--- config.mk ---
export PLATFORM = sky130hd
export DESIGN_NAME = gpio_irq_router
export DESIGN_NICKNAME = d
export VERILOG_FILES = /design/src/rtl/gir_pkg.sv /design/src/rtl/gir_regs.sv /design/src/rtl/gir_pin_select.sv /design/src/rtl/gir_filter.sv /design/src/rtl/gir_channel.sv /design/src/rtl/gpio_irq_router.sv
export SDC_FILE = /design/constraint.sdc
export NUM_CORES = 1
export LEC_CHECK = 0
export ABC_CLOCK_PERIOD_IN_PS = 5540
export BUFFER_PORTS_ARGS = -buffer_cell sky130_fd_sc_hd__buf_4
export CAP_MARGIN = 25
export CORE_ASPECT_RATIO = 0.6
export CORE_MARGIN = 10
export CORE_UTILIZATION = 35
export DETAILED_ROUTE_END_ITERATION = 16
export PLACE_DENSITY = 0.61
export REMOVE_ABC_BUFFERS = 1
export SLEW_MARGIN = 20
export SYNTH_ARGS = -nofsm -noshare
export SYNTH_HDL_FRONTEND = slang
export SYNTH_HIERARCHICAL = 1
export SYNTH_SLANG_ARGS = --single-unit
--- constraint.sdc ---
create_clock -name clk -period 5.54 [get_ports clk]
set_input_delay 0.277 -clock clk [delete_from_list [all_inputs] [get_ports clk]]
set_output_delay 0.277 -clock clk [all_outputs]
set_load 0.01 [all_outputs]
--- src/rtl/gir_pkg.sv ---
package gir_pkg;
  localparam int NCH          = 8;
  localparam int SEL_W        = 8;
  localparam int FILT_W       = 4;
  localparam int WORD_W       = 32;
  localparam int NWORDS       = 4;
  localparam int ADDR_W       = $clog2(NWORDS);
  localparam int PIN_SPACE    = 1 << SEL_W;
  localparam int SEL_PER_WORD = WORD_W / SEL_W;
  localparam int LOW_BASE     = 16;
  localparam int W_TRIG       = 0;
  localparam int W_SEL0       = 1;
  localparam int W_FILT       = 3;
  localparam int SETTLE_EXTRA = 4;
  localparam int SETTLE_W     = FILT_W + 1;

  typedef struct packed {
    logic [SEL_W-1:0]  sel;
    logic              edge_mode;
    logic              act_low;
    logic [FILT_W-1:0] filt;
  } chan_cfg_t;

  // True when one more mismatching cycle reaches the programmed threshold.
  function automatic logic filt_reached(input logic [FILT_W-1:0] cnt,
                                        input logic [FILT_W-1:0] thr);
    return ({1'b0, cnt} + 1'b1) >= {1'b0, thr};
  endfunction

  // Number of quiet cycles after a channel re-target or re-polarize.
  function automatic logic [SETTLE_W-1:0] settle_len(input logic [FILT_W-1:0] thr);
    return {1'b0, thr} + SETTLE_W'(SETTLE_EXTRA);
  endfunction
endpackage

--- src/rtl/gir_regs.sv ---
module gir_regs
  import gir_pkg::*;
(
  input  logic                   clk,
  input  logic                   rst_n,
  input  logic                   cfg_we,
  input  logic [ADDR_W-1:0]      cfg_addr,
  input  logic [WORD_W-1:0]      cfg_wdata,
  output logic [WORD_W-1:0]      cfg_rdata,
  output chan_cfg_t [NCH-1:0]    cfg_o
);
  logic [WORD_W-1:0] word_q [NWORDS];

  always_ff @(posedge clk or negedge rst_n) begin
    if (!rst_n) begin
      for (int i = 0; i < NWORDS; i++) word_q[i] <= '0;
    end else if (cfg_we) begin
      word_q[cfg_addr] <= cfg_wdata;
    end
  end

  assign cfg_rdata = word_q[cfg_addr];

  always_comb begin
    for (int n = 0; n < NCH; n++) begin
      cfg_o[n].sel       = word_q[W_SEL0 + n / SEL_PER_WORD][(n % SEL_PER_WORD) * SEL_W +: SEL_W];
      cfg_o[n].edge_mode = word_q[W_TRIG][n];
      cfg_o[n].act_low   = word_q[W_TRIG][LOW_BASE + n];
      cfg_o[n].filt      = word_q[W_FILT][n * FILT_W +: FILT_W];
    end
  end

  a_r1_write_lands: assert property (@(posedge clk) disable iff (!rst_n)
    cfg_we |=> (word_q[$past(cfg_addr)] == $past(cfg_wdata)));
endmodule

--- src/rtl/gir_pin_select.sv ---
module gir_pin_select
  import gir_pkg::*;
#(
  parameter int NUM_PINS = 146
) (
  input  logic [NUM_PINS-1:0] pins,
  input  logic [SEL_W-1:0]    sel,
  output logic                pin_o
);
  logic [PIN_SPACE-1:0] space;

  generate
    if (NUM_PINS < PIN_SPACE) begin : g_pad
      assign space = {{(PIN_SPACE-NUM_PINS){1'b0}}, pins};
    end else begin : g_full
      assign space = pins[PIN_SPACE-1:0];
    end
  endgenerate

  assign pin_o = space[sel];
endmodule

--- src/rtl/gir_filter.sv ---
module gir_filter
  import gir_pkg::*;
(
  input  logic              clk,
  input  logic              rst_n,
  input  logic              din,
  input  logic [FILT_W-1:0] thr,
  output logic              dout
);
  logic [FILT_W-1:0] cnt_q;
  logic              q;

  always_ff @(posedge clk or negedge rst_n) begin
    if (!rst_n) begin
      q     <= 1'b0;
      cnt_q <= '0;
    end else if (thr == '0) begin
      q     <= din;
      cnt_q <= '0;
    end else if (din == q) begin
      cnt_q <= '0;
    end else if (filt_reached(cnt_q, thr)) begin
      q     <= din;
      cnt_q <= '0;
    end else begin
      cnt_q <= cnt_q + 1'b1;
    end
  end

  assign dout = q;

  // a fresh input change can never move the output on the next edge when F >= 2
  a_r9_filter_holds: assert property (@(posedge clk) disable iff (!rst_n)
    (thr >= FILT_W'(2) && !$stable(din)) |=> $stable(q));
endmodule

--- src/rtl/gir_channel.sv ---
module gir_channel
  import gir_pkg::*;
#(
  parameter int NUM_PINS = 146
) (
  input  logic                clk,
  input  logic                rst_n,
  input  logic [NUM_PINS-1:0] pins,
  input  chan_cfg_t           cfg,
  output logic                irq_o
);
  logic                  pin_raw;
  logic                  sync1_q, sync2_q;
  logic                  filt_val;
  logic                  pol_val;
  logic                  hist_q;
  logic [SEL_W+1:0]      key_now, key_q;
  logic                  cfg_changed;
  logic [SETTLE_W-1:0]   settle_q;
  logic                  quiet;
  logic                  edge_hit;

  gir_pin_select #(.NUM_PINS(NUM_PINS)) u_sel (
    .pins (pins),
    .sel  (cfg.sel),
    .pin_o(pin_raw)
  );

  always_ff @(posedge clk or negedge rst_n) begin
    if (!rst_n) begin
      sync1_q <= 1'b0;
      sync2_q <= 1'b0;
    end else begin
      sync1_q <= pin_raw;
      sync2_q <= sync1_q;
    end
  end

  gir_filter u_filt (
    .clk  (clk),
    .rst_n(rst_n),
    .din  (sync2_q),
    .thr  (cfg.filt),
    .dout (filt_val)
  );

  assign pol_val     = filt_val ^ cfg.act_low;
  assign key_now     = {cfg.sel, cfg.edge_mode, cfg.act_low};
  assign cfg_changed = (key_now != key_q);
  assign quiet       = cfg_changed || (settle_q != '0);

  always_ff @(posedge clk or negedge rst_n) begin
    if (!rst_n) begin
      key_q    <= '0;
      settle_q <= '0;
      hist_q   <= 1'b0;
    end else begin
      key_q  <= key_now;
      hist_q <= pol_val;
      if (cfg_changed)          settle_q <= settle_len(cfg.filt);
      else if (settle_q != '0)  settle_q <= settle_q - 1'b1;
    end
  end

  assign edge_hit = pol_val && !hist_q && !quiet;
  assign irq_o    = cfg.edge_mode ? edge_hit : pol_val;

  // an edge-mode pulse lasts one cycle
  a_r7_single_pulse: assert property (@(posedge clk) disable iff (!rst_n)
    (cfg.edge_mode && irq_o) |=> (!irq_o || !cfg.edge_mode));

  // re-targeting an edge channel raises no pulse in that cycle
  a_r11_no_pulse_on_retarget: assert property (@(posedge clk) disable iff (!rst_n)
    (cfg.edge_mode && !$stable(cfg.sel)) |-> !irq_o);

  // an unimplemented select feeds only zeros into the synchronizer
  a_r4_unmapped_zero: assert property (@(posedge clk) disable iff (!rst_n)
    (int'(cfg.sel) >= NUM_PINS) |=> !sync1_q);
endmodule

--- src/rtl/gpio_irq_router.sv ---
module gpio_irq_router
  import gir_pkg::*;
#(
  parameter int NUM_PINS = 146
) (
  input  logic                clk,
  input  logic                rst_n,
  input  logic                cfg_we,
  input  logic [ADDR_W-1:0]   cfg_addr,
  input  logic [WORD_W-1:0]   cfg_wdata,
  output logic [WORD_W-1:0]   cfg_rdata,
  input  logic [NUM_PINS-1:0] pin_in,
  output logic [NCH-1:0]      irq_out
);
  chan_cfg_t [NCH-1:0] chan_cfg;

  gir_regs u_regs (
    .clk      (clk),
    .rst_n    (rst_n),
    .cfg_we   (cfg_we),
    .cfg_addr (cfg_addr),
    .cfg_wdata(cfg_wdata),
    .cfg_rdata(cfg_rdata),
    .cfg_o    (chan_cfg)
  );

  generate
    for (genvar n = 0; n < NCH; n++) begin : g_chan
      gir_channel #(.NUM_PINS(NUM_PINS)) u_chan (
        .clk  (clk),
        .rst_n(rst_n),
        .pins (pin_in),
        .cfg  (chan_cfg[n]),
        .irq_o(irq_out[n])
      );
    end
  endgenerate
endmodule

==> flow_summary_export.csv, run 1 <==
group,metric,value,unit
run_status,run_status,"complete, no violations",
synth,number_of_synthesized_register_bits,312,
final_layout,fillCellCount,6981,
drt,met3_wirelength,14300,um
drt,detail_route.wl_per_cell,32.0,um
cts,cts.repair.resized,0,
worst_setup_path,slowest_delay,750,ps
worst_setup_path,arrival,3270,ps
die,die_height,232,um
synth,distinct_cell_type_count_after_synthesis,52,
timing,final.setup_skew,37.3,ps
synth,synthDominantAreaCellType,"dfrtp_1",
drt,postRouteAntennaNets,0,
cts,cts_root_buf,"clkbuf_16",
worst_setup_path,worstPathRequired,5260,ps
timing,setup_tns,0,ps
worst_setup_path,setup_cp_type,"flip-flop to output pin",
final_layout,final_layout_size_suffix_gt1_share,34.7,%
timing,max-slew-margin-rel,24.3,%
timing,grt_setup_unrepaired,"no",
cts,clk_transition_reported_paths,90,ps
worst_setup_path,path_buf_inv,2,
die,boundaryPins,223,
worst_setup_path,crit_path_max_fanout,30,
power,swShare,41.1,%
power,power_density,363,nW/um^2
worst_setup_path,cp-end-kind,"output pin",
global_routing,wire_length_of_the_first_global_routing_pass,149000,um
drt,first_iter_violations,2618,
synth,ys.warnings.count,6,
cts,tritoncts,"yes",
drt,wl,104000,um
power,share_seq_of_total_power,35.5,%
die,die_x,373,um
cts,hold_buffers,33,
timing,final_report_setup_violation_count,0,
worst_setup_path,gate_family_responsible_for_the_most_delay_along_the_worst_path,"buffers and inverters",
timing,timing.fmax,0.282,GHz
hold_path,holdCritPathClass,"input pin to asynchronous set/reset pin",
placement,gpl.final_weighted_congestion,1.07,
placement,dp.final_hpwl,76000,um
cts,clockBufferDepth,3,
drt,routed-via-count,20600,
final_layout,area.growth.synth_to_final,11.0,%
job,timing.max_cap.violations,0,
worst_setup_path,cp-start-kind,"flip-flop",
final_layout,post_layout_nonfiller_instances,3240,
global_routing,remaining_global_route_overflow,0,
synth,synth_seq_area_share,29.8,%
global_routing,grt_start_max_net_pins,131,
timing,fin_crit_period,3550,ps
drt,post_route_drc,0,
placement,numPlacedInstances,3145,
timing,timing_worst_slew_pin_value,1140,ps
synth,synth_top_area_share,29.8,%
worst_setup_path,critPathSlowestCell,"dfrtp_2",
power,vdd_ir_drop_max,293,uV
die,floorplan.core_area,73900,sq um
global_routing,grt_pass1_vias,20500,
global_routing,track_usage,23.1,%
cts,clock_tree.htree_level_count,1,
drt,first_pass_iters,5,
cts,cts_made_buffers,30,
global_routing,antenna_violations_before_repair,16,
power,p_leak,0.0118,uW
cts,worstSkewPairLatency,610,ps
synth,synth_edf_count,0,
synth,mappedNetlistArea,26200,sq um
power,p_comb_share,44.3,%
timing,slew_viol_final,0,
die,floorplan.initialDensity,35.4,%
worst_setup_path,cell_breakdown_of_the_critical_path,"buf_4 -> xnor2_1 -> nand4_1 -> nor4_4 -> o2bb2ai_1 -> buf_4",
cts,clock_sinks,312,
final_layout,most-common-layout-cells,"dfrtp_1, buf_4, mux4_2, mux2i_1, mux2_2",
drt,avgViaCountPerCell,6.37,
timing,post-route-period-util,64.0,%
synth,dominantRegCellSynth,"dfrtp_1",
power,power_switching,4330,uW
power,clock_power_share,20.1,%
power,totalPowerFinal,10600,uW
cts,post-cts-setup-buffers,0,
worst_setup_path,critical-path-top-cell-by-count,"buf_4",
drt,top_layer_in_use,"met5",
drt,route.met2.wl,43400,um
synth,number_of_standard_cells_after_synthesis,2136,
final_layout,layout.nets,2463,
die,num_rows,77,
timing,timing.final.hold_violations,0,
power,p_int,6220,uW
final_layout,most_common_library_cell_in_the_layout_ignoring_fill_and_taps,"dfrtp_1",
placement,buffer_ports.inserted,222,
synth,syn_area_per_cell,12.3,sq um
synth,async_flop_share,100,%
drt,met1_length,42900,um
die,die_area,86500,sq um
synth,cell_types_occupying_the_most_area_after_synthesis,"dfrtp_1, mux4_2, mux2_2",
[cell usage after synthesis, types with 40 or more instances]
| master | n |
|---|---|
| a21oi_1 | 56 |
| nor2_1 | 80 |
| ha_1 | 56 |
| mux2_2 | 164 |
| mux4_2 | 232 |
| xor2_1 | 40 |
| nor2b_1 | 56 |
| mux2i_1 | 168 |
| buf_4 | 138 |
| dfrtp_1 | 312 |
| nand2_1 | 112 |
| mux4_1 | 40 |
| xnor2_1 | 96 |
| inv_1 | 72 |
[kinds of logic (layout without fill, tap and decap cells)]
group	Yosys count	count (layout)	share of synthesized area (%)
other	0	6	0
adders and majority gates	56	56	2.68
xor gates and xnor gates	136	136	4.55
muxes	616	616	38.0
buffers and inverters	324	435	7.79
AOI/OAI and AO/OA	240	240	6.92
and+or+nand+nor	452	452	10.3
DFF	312	312	29.8
[path summary, 6_finish.rpt]
| path | start | end | slack (ps) | depth (start not counted) |
|---|---|---|---|---|
| worst max register to register | u_regs/cfg_o[8] | g_chan[0].u_chan/sync1_q | 2010 | 5 |
| worst min register to register | g_chan[2].u_chan/sync1_q | g_chan[2].u_chan/sync2_q | 390 | 0 |
| min in group clk | g_chan[2].u_chan/sync1_q | g_chan[2].u_chan/sync2_q | 390 | 0 |
| max in group asynchronous | rst_n | g_chan[7].u_chan/u_filt/cnt_q[0] | 3620 | 3 |
| worst min-delay path | rst_n | g_chan[0].u_chan/sync2_q | 340 | 2 |
| worst max-delay path | u_regs/cfg_o[48] | irq_out[3] | 1990 | 6 |
[power groups by stage]
stage                     clock network (uW)  logic [uW]  registers, uW
after floorplan                            0        2880           3600
after global routing                    2270        4970           3810
after global placement                     0        4430           3740
after detailed placement                   0        4520           3780
final                                   2130        4680           3750
after CTS                               2160        4560           3740
[per-layer routing]
layer | global-route usage (%) | vias up
met4 | 5.48 | 18
li1 | - | 8336
met5 | 0 | -
met1 | 31.8 | 10700
met2 | 33.5 | 1375
met3 | 9.11 | 238
[stage by stage]
| stage | setup slack, ps | area (sq um) | utilization (%) | hold WS, ps |
|---|---|---|---|---|
| final | 1990 | 29100 | 39.3 | 341 |
| after global routing | 1800 | 29100 | 39.3 | 389 |
| after CTS | 1930 | 29000 | 39.3 | 388 |
| after detailed placement | 2250 | 27700 | 37.5 | 373 |
| after global placement | 2300 | 27700 | 37.5 | 396 |
| after floorplan | 2110 | 24400 | - | -18.6 |
[sequential cells by signal (all words and copies together) (netlist names), 16 cells and up]
register and flops:
u_regs/cfg_o 112, g_chan.u_chan/key_q 80, g_chan.u_chan/settle_q 40, g_chan.u_chan/u_filt/cnt_q 32
u_regs/word_q 16
[final cells by class]
type / instances / area, sq um / share of cell area (%)
antenna: 6 / 15.0 / 0.0516
clock buffer: 44 / 883 / 3.04
clock inverter: 11 / 108 / 0.370
inverter: 80 / 300 / 1.03
multi-input combinational: 1500 / 16300 / 56.2
sequential: 312 / 7820 / 26.9
tap: 987 / 1230 / 4.25
timing repair buffer: 300 / 2370 / 8.14
No activity file was read; power rests on OpenSTA's default activity.
==> run 2: changes to the inputs <==
--- a/config.mk
+++ b/config.mk
@@ -5,14 +5,14 @@
 export SDC_FILE = /design/constraint.sdc
 export NUM_CORES = 1
 export LEC_CHECK = 0
-export ABC_CLOCK_PERIOD_IN_PS = 5540
+export ABC_CLOCK_PERIOD_IN_PS = 2900
 export BUFFER_PORTS_ARGS = -buffer_cell sky130_fd_sc_hd__buf_4
 export CAP_MARGIN = 25
 export CORE_ASPECT_RATIO = 0.6
 export CORE_MARGIN = 10
 export CORE_UTILIZATION = 35
 export DETAILED_ROUTE_END_ITERATION = 16
-export PLACE_DENSITY = 0.61
+export PLACE_DENSITY = 0.62
 export REMOVE_ABC_BUFFERS = 1
 export SLEW_MARGIN = 20
 export SYNTH_ARGS = -nofsm -noshare
==> constraint.sdc (replaced) <==
create_clock -name clk -period 2.9 [get_ports clk]
set_input_delay 0.145 -clock clk [delete_from_list [all_inputs] [get_ports clk]]
set_output_delay 0.145 -clock clk [all_outputs]
set_load 0.01 [all_outputs]
==> flow_summary_export.csv, run 2 (synthesized netlist as in run 1, its figures left out) <==
group,metric,value,unit
timing,grt_setup_unrepaired,"no",
drt,detail_route.wl_per_cell,33.2,um
timing,setup_tns,-75.0,ps
timing,final.setup_skew,23.5,ps
die,die_area,86500,sq um
timing,slew_viol_final,0,
final_layout,most-common-layout-cells,"buf_4, dfrtp_1, mux4_2, mux2i_1, mux2_2",
global_routing,wire_length_of_the_first_global_routing_pass,160000,um
timing,fin_crit_period,2980,ps
placement,buffer_ports.inserted,222,
global_routing,antenna_violations_before_repair,8,
timing,max-slew-margin-rel,44.3,%
run_status,run_status,"finished with violations",
worst_setup_path,setup_cp_type,"flip-flop to flip-flop",
drt,routed-via-count,21300,
final_layout,layout.nets,2582,
cts,worstSkewPairLatency,600,ps
die,boundaryPins,223,
die,num_rows,77,
power,vdd_ir_drop_max,510,uV
final_layout,fillCellCount,6894,
placement,detailed_place.area,28900,sq um
cts,clock_tree.htree_level_count,1,
cts,clock_sinks,312,
placement,dp.final_hpwl,84000,um
final_layout,area.growth.synth_to_final,15.7,%
timing,postLayoutSetupSlackWorst,-75.0,ps
worst_setup_path,slowest_delay,690,ps
timing,post-route-period-util,103,%
placement,gpl.final_weighted_congestion,1.01,
global_routing,grt_start_max_net_pins,96,
power,totalPowerFinal,21000,uW
worst_setup_path,worstPathRequired,3440,ps
run_status,violations,"negative setup slack",
die,floorplan.initialDensity,35.4,%
drt,first_iter_violations,2424,
hold_path,holdCritPathClass,"input pin to asynchronous set/reset pin",
drt,first_pass_iters,6,
drt,post_route_drc,0,
drt,avgViaCountPerCell,6.35,
timing,timing.final.hold_violations,0,
worst_setup_path,cp-end-kind,"flip-flop",
cts,clockBufferDepth,3,
worst_setup_path,crit_path_max_fanout,15,
power,p_leak,0.0124,uW
worst_setup_path,cp-start-kind,"flip-flop",
timing,timing.fmax,0.336,GHz
final_layout,post-route-cell-area,30300,sq um
power,power_density,693,nW/um^2
cts,cts_made_buffers,28,
cts,cts_root_buf,"clkbuf_16",
timing,timing_worst_slew_pin_value,836,ps
global_routing,track_usage,25.0,%
worst_setup_path,cell_breakdown_of_the_critical_path,"buf_12 -> inv_1 -> nand2_1 -> nor4_1 -> nor3_1 -> buf_4 -> nor4b_1 -> or3_1",
global_routing,remaining_global_route_overflow,0,
drt,postRouteAntennaNets,0,
die,die_x,373,um
cts,clk_transition_reported_paths,90,ps
final_layout,largest_register_ff_count,112,
die,floorplan.core_area,73900,sq um
global_routing,grt_pass1_vias,21600,
worst_setup_path,critPathSlowestCell,"nor4_1",
cts,tritoncts,"yes",
job,timing.max_cap.violations,0,
final_layout,most_common_library_cell_in_the_layout_ignoring_fill_and_taps,"buf_4",
timing,final_report_setup_violation_count,1,
worst_setup_path,arrival,3520,ps
drt,wl,111000,um
die,die_height,232,um
final_layout,final_layout_size_suffix_gt1_share,38.6,%
[run 2: worst paths after layout]
kind	start	endpoint	slack (ps)	depth (start not counted)
max in group asynchronous	rst_n	u_regs/cfg_o[48]	1760	3
hold reg to reg	g_chan[7].u_chan/sync1_q	g_chan[7].u_chan/sync2_q	390	0
min in group clk	cfg_we	u_regs/cfg_o[108]	200	4
setup reg to reg	u_regs/cfg_o[9]	g_chan[0].u_chan/sync1_q	-80	8
hold / removal	rst_n	g_chan[0].u_chan/key_q[9]	80	2
setup / recovery	u_regs/cfg_o[9]	g_chan[0].u_chan/sync1_q	-80	8
[run 2: layout make-up]
cell class              instances  area (sq um)  share of cell area, %
multi-input cells            1500         16300                   53.9
flip-flops and latches        312          7830                   25.8
repair buffers                421          3610                   11.9
well taps                     987          1230                   4.08
clock buffers                  36           802                   2.65
inverters                      80           300                  0.991
clock inverters                15           169                  0.557
diodes                          3          7.51                 0.0248
[run 2: report_power, final]
group          switching (uW)  leakage, uW  internal, uW  total (uW)
Sequential               1510      0.00375          5340        6850
Combinational            5150      0.00821          4910       10100
Clock                    1840     0.000468          2230        4070
[run 2: worst max-delay path, delay by kind of cell, from the launching register on]
kind | cells | cell delay, ps
flops | 1 | 540
buf+inv | 3 | 480
simple gates | 5 | 1880
[run 2: timing repair]
action,CTS,global route
hold buffers,33,0
gates resized for setup,6,10
hold endpoints to repair,241,0
buffers inserted,0,4
pin swaps,1,3
setup endpoints to repair,6,7
[run 2: layer usage]
layer  up-vias  part of all wire [%]  track usage (%)
li1       8554                     -                -
met1     11100                    42             34.3
met5         -                 0.057                0
met2      1404                    42             36.8
met3       250                    13             9.28
met4         8                   3.0             6.16
[run 2: per-stage QoR]
step | utilization (%) | hold WS [ps] | worst slack (ps) | cells
after floorplan | - | -151 | -534 | 1892
after global placement | 39.2 | 115 | -175 | 3263
after detailed placement | 39.2 | 118 | -64.6 | 3263
after CTS | 40.9 | 95.8 | 11.4 | 3347
after global routing | 41.0 | 117 | 16.7 | 3354
final | 41.0 | 81.3 | -75.0 | 3354
